**config.mk**
```make
export PLATFORM = sky130hd
export DESIGN_NAME = audio_irq_combiner
export DESIGN_NICKNAME = d
export VERILOG_FILES = /design/src/rtl/audio_irq_combiner.sv
export SDC_FILE = /design/constraint.sdc
export NUM_CORES = 1
export LEC_CHECK = 0
export ABC_AREA = 1
export BUFFER_PORTS_ARGS = -buffer_cell sky130_fd_sc_hd__buf_2
export CAP_MARGIN = 20
export CORE_ASPECT_RATIO = 0.7
export CORE_MARGIN = 2
export CORE_UTILIZATION = 28
export CTS_BUF_LIST = sky130_fd_sc_hd__clkbuf_8
export DETAILED_ROUTE_END_ITERATION = 12
export PLACE_DENSITY = 0.95
export SYNTH_ARGS = -nofsm -noshare
export SYNTH_HDL_FRONTEND = slang
export SYNTH_SLANG_ARGS = --single-unit
```
**constraint.sdc**
```tcl
create_clock -name clk -period 0.8 [get_ports clk]
set_input_delay 0.08 -clock clk [delete_from_list [all_inputs] [get_ports clk]]
set_output_delay 0.08 -clock clk [all_outputs]
set_load 0.005 [all_outputs]
```
**src/rtl/audio_irq_combiner.sv**
```systemverilog
module audio_irq_combiner #(
  parameter int NSTREAM = 8,
  parameter int NCODEC  = 15
) (
  input  logic                   clk,
  input  logic                   rst_n,
  input  logic [1:0]             ring_status,
  input  logic [1:0]             ring_ctrl,
  input  logic [NCODEC-1:0]      codec_change,
  input  logic [NCODEC-1:0]      codec_wake_en,
  input  logic [3*NSTREAM-1:0]   stream_status,
  input  logic [3*NSTREAM-1:0]   stream_ctrl,
  input  logic [31:0]            irq_ctrl,
  output logic [31:0]            irq_status,
  output logic                   irq
);
  localparam int          CTRL_BIT    = 30;
  localparam int          GLOBAL_BIT  = 31;
  localparam logic [31:0] STREAM_MASK = 32'((64'd1 << NSTREAM) - 64'd1);
  localparam logic [31:0] ENABLE_MASK = STREAM_MASK | (32'd1 << CTRL_BIT);

  logic [NSTREAM-1:0] stream_hit;
  logic               ctrl_hit;
  logic [31:0]        next_status;
  logic               next_irq;

  for (genvar n = 0; n < NSTREAM; n++) begin : g_stream
    assign stream_hit[n] = |(stream_status[3*n +: 3] & stream_ctrl[3*n +: 3]);
  end

  assign ctrl_hit = (|(ring_status & ring_ctrl)) | (|(codec_change & codec_wake_en));

  always_comb begin
    next_status                 = '0;
    next_status[NSTREAM-1:0]    = stream_hit;
    next_status[CTRL_BIT]       = ctrl_hit;
    next_status[GLOBAL_BIT]     = ctrl_hit | (|stream_hit);
  end

  assign next_irq = irq_ctrl[GLOBAL_BIT] && |(next_status & irq_ctrl & ENABLE_MASK);

  always_ff @(posedge clk) begin
    if (!rst_n) begin
      irq_status <= '0;
      irq        <= 1'b0;
    end else begin
      irq_status <= next_status;
      irq        <= next_irq;
    end
  end
endmodule

```
Word level (Yosys, flattened, before mapping). Cells that the tools add are included.

Bits in read-only memories: 0. Bits in latches: 0. Output and inout port bits: 33. Memories: 0. Register bits after elaboration: 33. Word-level logic and storage cells: 29. Bits of input ports: 116. Memory bits (writable): 0.

Reduce and logical (&&, ||, !) cells: 13. Eq/ne operators: 0. Muxes and demuxes: 0. Order comparisons: 0. Shifts and indexed selects: 0. Add/sub/neg operators: 0. Divide/modulo/power cells: 0. $mul: 0. Bitwise logic cells: 13.

Operators with widths (count): $and A31 B31 Y31 (1); $and A3 B3 Y3 (8); $reduce_or A24 Y1 (1); $reduce_or A3 Y1 (8); $and A15 B15 Y15 (1); $reduce_or A15 Y1 (1); $reduce_or A9 Y1 (1); $and A2 B2 Y2 (1); $or A1 B1 Y1 (2); $reduce_or A2 Y1 (1); $logic_and A1 B1 Y1 (1).

Longest topological paths before layout.
Word-level depth: 6. Gate-level depth with buffers: 8.

Least setup slack after synthesis. No wires, ideal clock.

Path kind: input to register. Start: input stream_status[22]. End: register irq. Arrival time: 582 ps. Data required time: 689 ps. Stages: 8. Path buffers: 0. Path slack: 107 ps. Cell sequence: nand2_1 > nand3_2 > nand2_2 > nand2_1 > nor2_1 > nand2_1 > nor2_1 > nor2_1.

Cells in the longest elaborated chain, start to end: 5.

RTL lines: start, declared (line 11) `input logic [3*NSTREAM-1:0] stream_status,`; $and A3 B3 Y3 (line 28) `assign stream_hit[n] = |(stream_status[3*n +: 3] & stream_ctrl[3*n +: 3]);`; $reduce_or A3 Y1 (line 28); $and A31 B31 Y31 (line 40) `assign next_irq = irq_ctrl[GLOBAL_BIT] && |(next_status & irq_ctrl & ENABLE_MASK);`; $reduce_or A9 Y1 (line 40); $logic_and A1 B1 Y1 (line 40); end signal, assigned (line 48) `irq <= next_irq;`; end, declared (line 15) `output logic irq`.

No other way between the ends. A chain may end at the register's enable or synchronous reset.

Worst setup path in the final report.
Start: register irq. End: output irq.

No word-level cell between the ends.

==> metrics <==
utilization after layout 0.483; status finished, final reports clean; Yosys cell types 12; Num CTS Buffers 3; Max Fclk about 1400 MHz; slowest stage delay, CP 0.29 ns; share of layout cells above drive strength 1 0.464; post_cts resized 0; vias in the first global route just under 1000; FP Rows 16; Antenna Cells 0; via density per instance 3.82; Clk network pwr share 0.330; Overflow after GRT 0; CP max stage cell dfxtp_1; DPL Wire Length 2.22 mm; antenna violations before repair 0; Final Setup Violations 0; H-tree depth 1; CP bufs+invs 1; clk slew on worst S/H paths 0.05 ns; P&R area growth vs syn 60.2%; CTS sink count 11; detailed-route via count 1093; Crit Path Max Fanout 1; largest net degree at the start of global routing 12; final wirelength 2.41 mm; routability congestion estimate 0.678; DR pass1 iterations 4; Bufs on Longest Clock Path 2; CP Launch Type flip-flop; CP Class flip-flop to output pin; Setup TNS 0 ns; sw frac 0.269; RSZ-0062 raised after global routing false; Flop pwr share 0.367; Hold/Removal Path Class input port to flip-flop; I/O Buffers 104; flops & latches, synth 11; Post-CTS Setup Inserts 0; Die Area 3550 sq um; Core ar. 2860 sq um; Internal 1.19 mW; Switch Pwr 436 uW; Worst EP required 0.72 ns; LEAKAGE 0.946 nW; Synth Cell Area 862 sq um; Critical Path Source irq; DRC 0; Largest delay share family, worst path flip-flops; CP cell instances buf_2; Ys Warns 0; Crit path depth 1; Chip Width ~70 um; Critical Path AT about 0.65 ns; CTS tree yes; Nets approximately 370; Setup crit end kind output pin; Final ANT Viol Nets 0; Root Driver clkbuf_8; fin. max-slew vios 0; Max rail drop VDD 0.000437 V; Max Cap Viol 0; first-pass GRT wire length 3.99 mm; cts hold-fix bufs 0; pwr/cell area between 1000 and 1500 nW/um^2; final worst path period share 0.907; DR iter-0 viols 36; WL/cell ~8.4 um; I/O pin total 149; Initial Utilization 0.301; fin worst setup slack 0.0744 ns; Place WS -0.116 ns; fin crit period between 0.7 and 0.8 ns; syn_area_per_cell 5.99 sq um; Comb power frac 0.303; Total GRT Usage 0.140; Cells after Synth 144; Die H 50.4 um; Setup crit end irq; Seq/Total Area, Yosys 0.255; Final Power about 1.6 mW; final hold violations 0
cell usage after synthesis:
cell / instances / share of area
inv_1: 11 / 0.048
dfxtp_1: 11 / 0.26
o21ai_1: 1 / 0.0058
conb_1: 1 / 0.0043
buf_4: 22 / 0.19
nand4_1: 1 / 0.0073
nand2_1: 71 / 0.31
nand3_2: 8 / 0.093
nand3_1: 2 / 0.012
nand2_2: 1 / 0.0073
buf_2: 1 / 0.0058
nor2_1: 14 / 0.061
power groups by stage:
stage	Combinational [mW]	Clock (mW)	Sequential, mW
floorplan	0.283	0	0.615
global placement	0.486	0	0.606
detailed placement	0.495	0	0.607
CTS	0.497	0.546	0.596
global route	0.573	0.585	0.600
finish	0.492	0.536	0.596
cells in the final DEF (no fill, tap or decap):
cell and instances:
nor2_1 14, inv_1 12, conb_1 22, dfxtp_1 11, buf_2 104, o21ai_1 1
nand2_1 71, nand4_1 1, nand3_2 8, clkbuf_8 3, nand2_2 1, nand3_1 2
cell type report:
type / count / area, sq um
Inverter: 11 / 41.3
Multi-Input combinational cell: 120 / 509
Timing Repair Buffer: 104 / 520
Tap cell: 36 / 45.0
Clock buffer: 3 / 41.3
Sequential cell: 11 / 220
Fill cell: 308 / 1480
Clock inverter: 1 / 3.75
per-layer routing:
metal	track usage	up-vias	part of all wire	routed length (um)
li1	-	599	-	-
met1	0.160	428	0.41	983
met2	0.259	64	0.47	1140
met3	0.0402	2	0.11	277
met4	0.0288	0	0.0033	8
met5	0	-	0	0
worst min path at each step:
stage / start / end / slack, ns / cells past startpoint
global route: irq_ctrl[31] / irq / 0.07 / 3
global placement: irq_ctrl[31] / irq / 0.31 / 3
floorplan: irq_ctrl[31] / irq / 0.20 / 2
detailed placement: irq_ctrl[31] / irq / 0.31 / 3
finish: irq_ctrl[31] / irq / 0.06 / 3
CTS: irq_ctrl[31] / irq / 0.06 / 3
per-stage QoR:
stage	hold slack, ns	instance area, sq um	instances
after floorplan	0.199	941	165
after global placement	0.311	1340	282
after detailed placement	0.311	1340	282
after CTS	0.0623	1380	286
after global routing	0.0718	1380	286
final	0.0609	1380	286
flip-flops by register name, summed over array words and instances (netlist names):
| name | flops |
|---|---|
| irq | 1 |
| irq_status | 10 |
tightest hold or removal path: cells and delay by family:
| kind | cells | cell delay (ns) |
|---|---|---|
| simple gates | 2 | 0.07 |
| buf+inv | 1 | 0.09 |
logic make-up after synthesis:
kind of cell | count (synthesis) | share of synthesized area
buffers and inverters | 34 | 0.245
other | 1 | 0.00435
AND/OR/NAND/NOR | 97 | 0.489
AO/OA/AOI/OAI | 1 | 0.00580
flip-flops | 11 | 0.255
(Power assumes the default switching activity.)
